File: src/rtl/urx_pkg.sv
package urx_pkg;
  localparam int RX_DW = 8;

  typedef enum logic [2:0] {
    ST_IDLE,
    ST_START,
    ST_DATA,
    ST_PAR,
    ST_STOP,
    ST_HOLD
  } rx_state_e;

  typedef struct packed {
    logic parity;
    logic frame;
    logic overrun;
    logic brk;
  } rx_err_t;
endpackage

File: src/rtl/urx_sync.sv
module urx_sync #(
  parameter int STAGES = 2
) (
  input  logic clk,
  input  logic rst_n,
  input  logic d,
  output logic q
);
  logic [STAGES-1:0] sr_q, sr_d;

  always_comb sr_d = {sr_q[STAGES-2:0], d};

  always_ff @(posedge clk or negedge rst_n) begin
    if (!rst_n) sr_q <= '1;
    else        sr_q <= sr_d;
  end

  assign q = sr_q[STAGES-1];
endmodule

File: src/rtl/urx_framer.sv
module urx_framer
  import urx_pkg::*;
#(
  parameter int OVS = 16
) (
  input  logic             clk,
  input  logic             rst_n,
  input  logic             tick,
  input  logic             rx,
  input  logic [1:0]       cfg_len,
  input  logic             cfg_par_en,
  input  logic             cfg_par_odd,
  input  logic             fifo_full,
  output logic [RX_DW-1:0] data_o,
  output logic             push_o,
  output rx_err_t          err_o,
  output logic             busy_o
);
  localparam int OVS_W = $clog2(OVS);
  localparam int BIT_W = $clog2(RX_DW);
  localparam logic [OVS_W-1:0] MID  = OVS_W'(OVS/2 - 1);
  localparam logic [OVS_W-1:0] LAST = OVS_W'(OVS - 1);

  rx_state_e        state_q, state_d;
  logic [OVS_W-1:0] tcnt_q, tcnt_d;
  logic [BIT_W-1:0] bidx_q, bidx_d;
  logic [RX_DW-1:0] shreg_q, shreg_d;
  logic             xor_q, xor_d, ones_q, ones_d, perr_q, perr_d;
  logic [RX_DW-1:0] data_q, data_d;
  logic             push_q, push_d;
  rx_err_t          err_q, err_d;
  logic             bit_smp;
  logic [BIT_W-1:0] last_idx;

  assign last_idx = BIT_W'(4) + BIT_W'(cfg_len);
  assign bit_smp  = tick && (tcnt_q == LAST);

  always_comb begin
    state_d = state_q;
    tcnt_d  = tcnt_q;
    bidx_d  = bidx_q;
    shreg_d = shreg_q;
    xor_d   = xor_q;
    ones_d  = ones_q;
    perr_d  = perr_q;
    data_d  = data_q;
    push_d  = 1'b0;
    err_d   = '0;
    if (tick && state_q != ST_IDLE && state_q != ST_HOLD)
      tcnt_d = (tcnt_q == LAST) ? '0 : tcnt_q + 1'b1;
    unique case (state_q)
      ST_IDLE: begin
        tcnt_d = '0;
        if (tick && !rx) state_d = ST_START;
      end
      ST_START: begin
        if (tick && tcnt_q == MID) begin
          tcnt_d = '0;
          bidx_d = '0;
          xor_d  = 1'b0;
          ones_d = 1'b0;
          perr_d = 1'b0;
          state_d = rx ? ST_IDLE : ST_DATA;
        end
      end
      ST_DATA: begin
        if (bit_smp) begin
          shreg_d = {rx, shreg_q[RX_DW-1:1]};
          xor_d   = xor_q ^ rx;
          ones_d  = ones_q | rx;
          if (bidx_q == last_idx) state_d = cfg_par_en ? ST_PAR : ST_STOP;
          else                    bidx_d  = bidx_q + 1'b1;
        end
      end
      ST_PAR: begin
        if (bit_smp) begin
          perr_d  = xor_q ^ rx ^ cfg_par_odd;
          ones_d  = ones_q | rx;
          state_d = ST_STOP;
        end
      end
      ST_STOP: begin
        if (bit_smp) begin
          data_d       = shreg_q >> (2'd3 - cfg_len);
          err_d.frame  = !rx;
          err_d.brk    = !rx && !ones_q;
          err_d.parity = cfg_par_en && perr_q;
          err_d.overrun = fifo_full;
          push_d       = !fifo_full;
          state_d      = rx ? ST_IDLE : ST_HOLD;
        end
      end
      ST_HOLD: begin
        if (rx) state_d = ST_IDLE;
      end
      default: state_d = ST_IDLE;
    endcase
  end

  always_ff @(posedge clk or negedge rst_n) begin
    if (!rst_n) begin
      state_q <= ST_IDLE;
      tcnt_q  <= '0;
      bidx_q  <= '0;
      shreg_q <= '0;
      xor_q   <= 1'b0;
      ones_q  <= 1'b0;
      perr_q  <= 1'b0;
      data_q  <= '0;
      push_q  <= 1'b0;
      err_q   <= '0;
    end else begin
      state_q <= state_d;
      tcnt_q  <= tcnt_d;
      bidx_q  <= bidx_d;
      shreg_q <= shreg_d;
      xor_q   <= xor_d;
      ones_q  <= ones_d;
      perr_q  <= perr_d;
      data_q  <= data_d;
      push_q  <= push_d;
      err_q   <= err_d;
    end
  end

  assign data_o = data_q;
  assign push_o = push_q;
  assign err_o  = err_q;
  assign busy_o = (state_q != ST_IDLE);
endmodule

File: src/rtl/urx_idle_timer.sv
module urx_idle_timer #(
  parameter int OVS      = 16,
  parameter int TO_CHARS = 4,
  parameter int CNT_W    = 5
) (
  input  logic             clk,
  input  logic             rst_n,
  input  logic             tick,
  input  logic             line_idle,
  input  logic [CNT_W-1:0] fifo_count,
  input  logic [1:0]       cfg_len,
  input  logic             cfg_par_en,
  output logic             timeout_o
);
  localparam int MAXLIM = 12 * TO_CHARS * OVS;
  localparam int LIM_W  = $clog2(MAXLIM + 1);

  logic [LIM_W-1:0] frame_bits, limit;
  logic [LIM_W-1:0] cnt_q, cnt_d;

  assign frame_bits = LIM_W'(7) + LIM_W'(cfg_len) + LIM_W'(cfg_par_en);
  assign limit      = frame_bits * LIM_W'(TO_CHARS * OVS);

  always_comb begin
    cnt_d = cnt_q;
    if (fifo_count == '0 || !line_idle) cnt_d = '0;
    else if (tick && cnt_q < limit)     cnt_d = cnt_q + 1'b1;
  end

  always_ff @(posedge clk or negedge rst_n) begin
    if (!rst_n) cnt_q <= '0;
    else        cnt_q <= cnt_d;
  end

  assign timeout_o = (cnt_q != '0) && (cnt_q >= limit);
endmodule

File: src/rtl/urx_flow.sv
module urx_flow #(
  parameter int CNT_W     = 5,
  parameter int RTS_LEVEL = 12
) (
  input  logic             clk,
  input  logic             rst_n,
  input  logic             hwfc_en,
  input  logic             rts_ctl,
  input  logic [CNT_W-1:0] fifo_count,
  output logic             rtsn_o
);
  logic rtsn_q, rtsn_d;

  always_comb begin
    if (hwfc_en) rtsn_d = (fifo_count >= CNT_W'(RTS_LEVEL));
    else         rtsn_d = !rts_ctl;
  end

  always_ff @(posedge clk or negedge rst_n) begin
    if (!rst_n) rtsn_q <= 1'b1;
    else        rtsn_q <= rtsn_d;
  end

  assign rtsn_o = rtsn_q;
endmodule

File: src/rtl/urx_engine.sv
module urx_engine
  import urx_pkg::*;
#(
  parameter int OVS         = 16,
  parameter int SYNC_STAGES = 2,
  parameter int FIFO_DEPTH  = 16,
  parameter int RTS_LEVEL   = 12,
  parameter int TO_CHARS    = 4,
  localparam int CNT_W      = $clog2(FIFO_DEPTH + 1)
) (
  input  logic             clk,
  input  logic             rst_n,
  input  logic             baud_tick,
  input  logic             rxd,
  input  logic [1:0]       cfg_len,
  input  logic             cfg_par_en,
  input  logic             cfg_par_odd,
  input  logic [CNT_W-1:0] fifo_count,
  input  logic             fifo_full,
  input  logic             hwfc_en,
  input  logic             rts_ctl,
  output logic [7:0]       push_data,
  output logic             push_valid,
  output logic             err_parity,
  output logic             err_frame,
  output logic             err_overrun,
  output logic             err_break,
  output logic             rx_timeout,
  output logic             rtsn
);
  logic    rx_s, busy;
  rx_err_t err;

  urx_sync #(.STAGES(SYNC_STAGES)) sync_i (
    .clk(clk), .rst_n(rst_n), .d(rxd), .q(rx_s)
  );

  urx_framer #(.OVS(OVS)) framer_i (
    .clk(clk), .rst_n(rst_n), .tick(baud_tick), .rx(rx_s),
    .cfg_len(cfg_len), .cfg_par_en(cfg_par_en), .cfg_par_odd(cfg_par_odd),
    .fifo_full(fifo_full), .data_o(push_data), .push_o(push_valid),
    .err_o(err), .busy_o(busy)
  );

  urx_idle_timer #(.OVS(OVS), .TO_CHARS(TO_CHARS), .CNT_W(CNT_W)) timer_i (
    .clk(clk), .rst_n(rst_n), .tick(baud_tick), .line_idle(rx_s && !busy),
    .fifo_count(fifo_count), .cfg_len(cfg_len), .cfg_par_en(cfg_par_en),
    .timeout_o(rx_timeout)
  );

  urx_flow #(.CNT_W(CNT_W), .RTS_LEVEL(RTS_LEVEL)) flow_i (
    .clk(clk), .rst_n(rst_n), .hwfc_en(hwfc_en), .rts_ctl(rts_ctl),
    .fifo_count(fifo_count), .rtsn_o(rtsn)
  );

  assign err_parity  = err.parity;
  assign err_frame   = err.frame;
  assign err_overrun = err.overrun;
  assign err_break   = err.brk;
endmodule

File: config.mk
export PLATFORM = sky130hd
export DESIGN_NAME = urx_engine
export DESIGN_NICKNAME = d
export VERILOG_FILES = /design/src/rtl/urx_pkg.sv /design/src/rtl/urx_sync.sv /design/src/rtl/urx_framer.sv /design/src/rtl/urx_idle_timer.sv /design/src/rtl/urx_flow.sv /design/src/rtl/urx_engine.sv
export SDC_FILE = /design/constraint.sdc
export NUM_CORES = 1
export LEC_CHECK = 0
export BUFFER_PORTS_ARGS = -buffer_cell sky130_fd_sc_hd__buf_2
export CAP_MARGIN = 0
export CORE_ASPECT_RATIO = 1.4
export CORE_MARGIN = 2
export CORE_UTILIZATION = 53
export DETAILED_ROUTE_END_ITERATION = 10
export GPL_ROUTABILITY_DRIVEN = 1
export GPL_TIMING_DRIVEN = 0
export PLACE_DENSITY_LB_ADDON = 0.12
export RECOVER_POWER = 25
export SYNTH_ARGS = -nofsm -noshare
export SYNTH_HDL_FRONTEND = slang
export SYNTH_SLANG_ARGS = --single-unit
export TNS_END_PERCENT = 5
File: constraint.sdc
create_clock -name clk -period 1.9 [get_ports clk]
set_input_delay 0.095 -clock clk [delete_from_list [all_inputs] [get_ports clk]]
set_output_delay 0.095 -clock clk [all_outputs]
set_load 0.01 [all_outputs]
==> summary.md <==
| Metric | Value |
|---|---|
| Top cell type's share of synthesized area | 0.406 |
| Full die area | 5710 um2 |
| TritonCTS buffer count | 5 |
| Initial core utilization | 0.556 |
| Worst path bufs/invs | 2 |
| Drt via density | 5.64 |
| CTS tree | built |
| Rel. slew slack | 0.219 |
| Ratio of cells with drive above 1 in the final layout | 0.232 |
| DR iter-0 viols | 145 |
| Final worst path period share | 0.964 |
| Worst-Skew Late Latency | 0.30 ns |
| P&R area growth vs syn | 19.7% |
| Layout Nets | 352 |
| Reg-to-Reg End | framer_i.bidx_q[2]$_DFFE_PN0P_ |
| H-tree Lvls | 2 |
| Distinct cells, synth | 52 |
| Syn nets | 312 |
| Async SR Flop Fraction | 1.00 |
| Startpoint Class | flop |
| Fill cells | 400 |
| Vias in the first global route | 2175 |
| Cell leakage power | 1.50 nW |
| Delay of the slowest cell on the worst path | 0.46 ns |
| R2r setup slk | 0.07 ns |
| Largest net degree at the start of global routing | 48 |
| Pwr Total | 2.94 mW |
| CP Max Fanout | 8 |
| Hold Crit Class | primary input to asynchronous set/reset pin |
| Post-Syn Instances | 286 |
| Warnings from Yosys | 0 |
| Most common cell in the netlist | nand2_1 |
| Power Dens Cells | 906 nW/um2 |
| I/O Pins | 31 |
| Final Skew | 0.00511 ns |
| Clk sink count | 47 |
| Number of vias in the routed layout | 2204 |
| Final Hold Vio Count | 0 |
| Top_reg_cell synth | dfrtp_1 |
| CP arrival | 2.02 ns |
| CP top delay family | simple AND/OR/NAND/NOR gates |
| FF-to-FF Start | framer_i.tcnt_q[0]$_DFF_PN0_ |
| CP endpoint kind | flop |
| Port Buffer Count | 28 |
| First-pass GRT wire length | 9860 um |
| Initial antenna violation count | 0 |
| Syn_area_per_cell | 9.48 um2 |
| Synth Register Bits | 47 |
| Synth area leaders | dfrtp_1, nand2_1, mux2i_1, ha_1, dfstp_2 |
| Final HPWL from detailed placement | 4130 um |
| Reg clk slew, reported paths | 0.09 ns |
| Fmax | 0.546 GHz |
| Number of synthesized flops with an enable pin | 0 |
| First-pass DRT Iterations | 4 |
| Final setup violation count | 0 |
| CP Class | flop to flop |
| Final std cells w/o fill | 391 |
| Routed wire length | 5810 um |
| Die Height | 88.6 um |
| All-Layer GR Usage | 0.221 |
| Die width | 64.5 um |
| Rows | 30 |
| Crit path from | framer_i.tcnt_q[0]$_DFF_PN0_ |
| Worst Path Required | 2.09 ns |
| Setup tns final | 0 ns |
| CTS Buffer Depth | 2 |
| Max Slew Vio Count | 0 |
| Drt drc | 0 |
| Sequential-to-total area share from yosys stat | 0.435 |
| Area leader, netlist | dfrtp_1 |
| CTS Root Cell | clkbuf_8 |
| Status | finished clean |
| Drt wl/cell | 14.9 um |
| Unrepaired setup endpoints after global routing | no |
| Total core area | 4880 um2 |
| DP Cell Count | 378 |
| Peak VDD IR | 0.660 mV |
| Max cap viols | 0 |
| Clock period minus worst slack | 1.83 ns |
| Worst path slowest cell | dfrtp_2 |
| Top cells by count, synth | nand2_1, dfrtp_1, mux2i_1, o21ai_0, inv_1 |
| Antenna diode count | 0 |
| Crit-path cells | ha_4, and4_1, buf_2, and2_1, buf_4, and3_1, a211o_1 |
| Worst-case reg-to-reg path depth | 7 |
| Worst Max-Slew Pin Slew | 1.17 ns |
| Remaining Overflow, GRT | 0 |
| Post-DRT Antenna Nets | 0 |
| Routability Congestion | 0.855 |
| Post-Syn Area | 2710 um2 |
## layout make-up
cell class	count	area, um2	share of cell area
Buffer	14	109	0.0335
Inverter	15	68.8	0.0212
Timing Repair Buffer	33	188	0.0578
Clock buffer	6	72.6	0.0224
Multi-Input combinational cell	210	1490	0.458
Tap cell	64	80.1	0.0247
Sequential cell	47	1180	0.364
Clock inverter	2	60.1	0.0185
## worst register-to-register path, delay by kind of cell, from the launching register on
| kind | cells | cell delay, ns |
|---|---|---|
| and+or+nand+nor | 3 | 0.50 |
| AOI/OAI and AO/OA | 1 | 0.26 |
| adders and majority gates | 1 | 0.19 |
| DFF | 1 | 0.46 |
| buffers and inverters | 2 | 0.32 |
## where the power goes
group / total, mW / internal (mW) / switching (mW)
logic: 0.864 / 0.376 / 0.488
clock network: 0.872 / 0.526 / 0.346
registers: 1.20 / 1.10 / 0.103
total: 2.94 / 2.00 / 0.938
## worst max-delay path by stage
stage                                           endpoint  slack [ns]  cells past startpoint
after CTS                   timer_i.cnt_q[3]$_DFFE_PN0P_       0.007                      5
after global placement      timer_i.cnt_q[4]$_DFFE_PN0P_       -0.28                      9
after floorplan             timer_i.cnt_q[3]$_DFFE_PN0P_       -0.02                     10
final                     framer_i.bidx_q[2]$_DFFE_PN0P_        0.07                      7
after detailed placement    timer_i.cnt_q[3]$_DFFE_PN0P_       -0.32                      9
after global routing      framer_i.bidx_q[2]$_DFFE_PN0P_       0.007                      7
## cell usage in the layout, fill, tap and decap left out, types with 4 or more instances in the layout
cell type	n
ha_4	4
o21ai_0	15
dlygate4sd3_1	4
clkbuf_8	5
and3_1	4
o31ai_1	4
xor2_1	5
nand3_1	11
nor2_1	10
inv_1	14
mux2i_1	15
ha_1	5
mux2_2	5
buf_2	32
dfrtp_1	42
nor3_1	8
nand2_1	49
a21oi_1	11
nand2b_1	6
## cells by family after synthesis
group,after synthesis,synth area share
compound gates,57,0.152
xor+xnor,7,0.0226
fa+ha+maj,10,0.0461
buf+inv,29,0.0531
flops,47,0.435
mux,20,0.0761
simple gates,116,0.215
## metal layers
| layer | vias to the layer above | track usage | wire length [um] |
|---|---|---|---|
| li1 | 1097 | - | - |
| met1 | 1068 | 0.272 | 2400 |
| met2 | 32 | 0.395 | 3150 |
| met3 | 7 | 0.0407 | 166 |
| met4 | 0 | 0.0696 | 86 |
| met5 | - | 0 | 0 |
## sequential cells by signal, summed over array words and instances (netlist names)
name and flops:
framer_i.tcnt_q 4, framer_i.shreg_q 8, framer_i.bidx_q 3, timer_i.cnt_q 10
framer_i.state_q 3, framer_i.err_o 4, flow_i.rtsn_o 1, framer_i.ones_q 1
framer_i.push_o 1, sync_i.sr_q 2, framer_i.xor_q 1, framer_i.perr_q 1
framer_i.data_o 8
## metrics by stage
step           utilization  hold WS (ns)  worst slack, ns  area (um2)
2_1_floorplan            -        -0.201          -0.0159        2810
3_3_place_gp         0.620         0.199           -0.285        3030
3_5_place_dp         0.620         0.202           -0.321        3030
4_1_cts              0.657        0.0111          0.00728        3210
5_1_grt              0.665         0.110          0.00726        3250
6_report             0.665        0.0158           0.0679        3250
## repair_timing
item                                    in CTS  in global routing
pin swaps                                    0                  1
setup buffers                                0                  1
endpoints found under the hold margin        3                  0
hold buffers                                 4                  0
endpoints found under the setup margin      10                 13
gates resized for setup                      3                 10
Note: power is estimated with default switching activity, not from simulation.
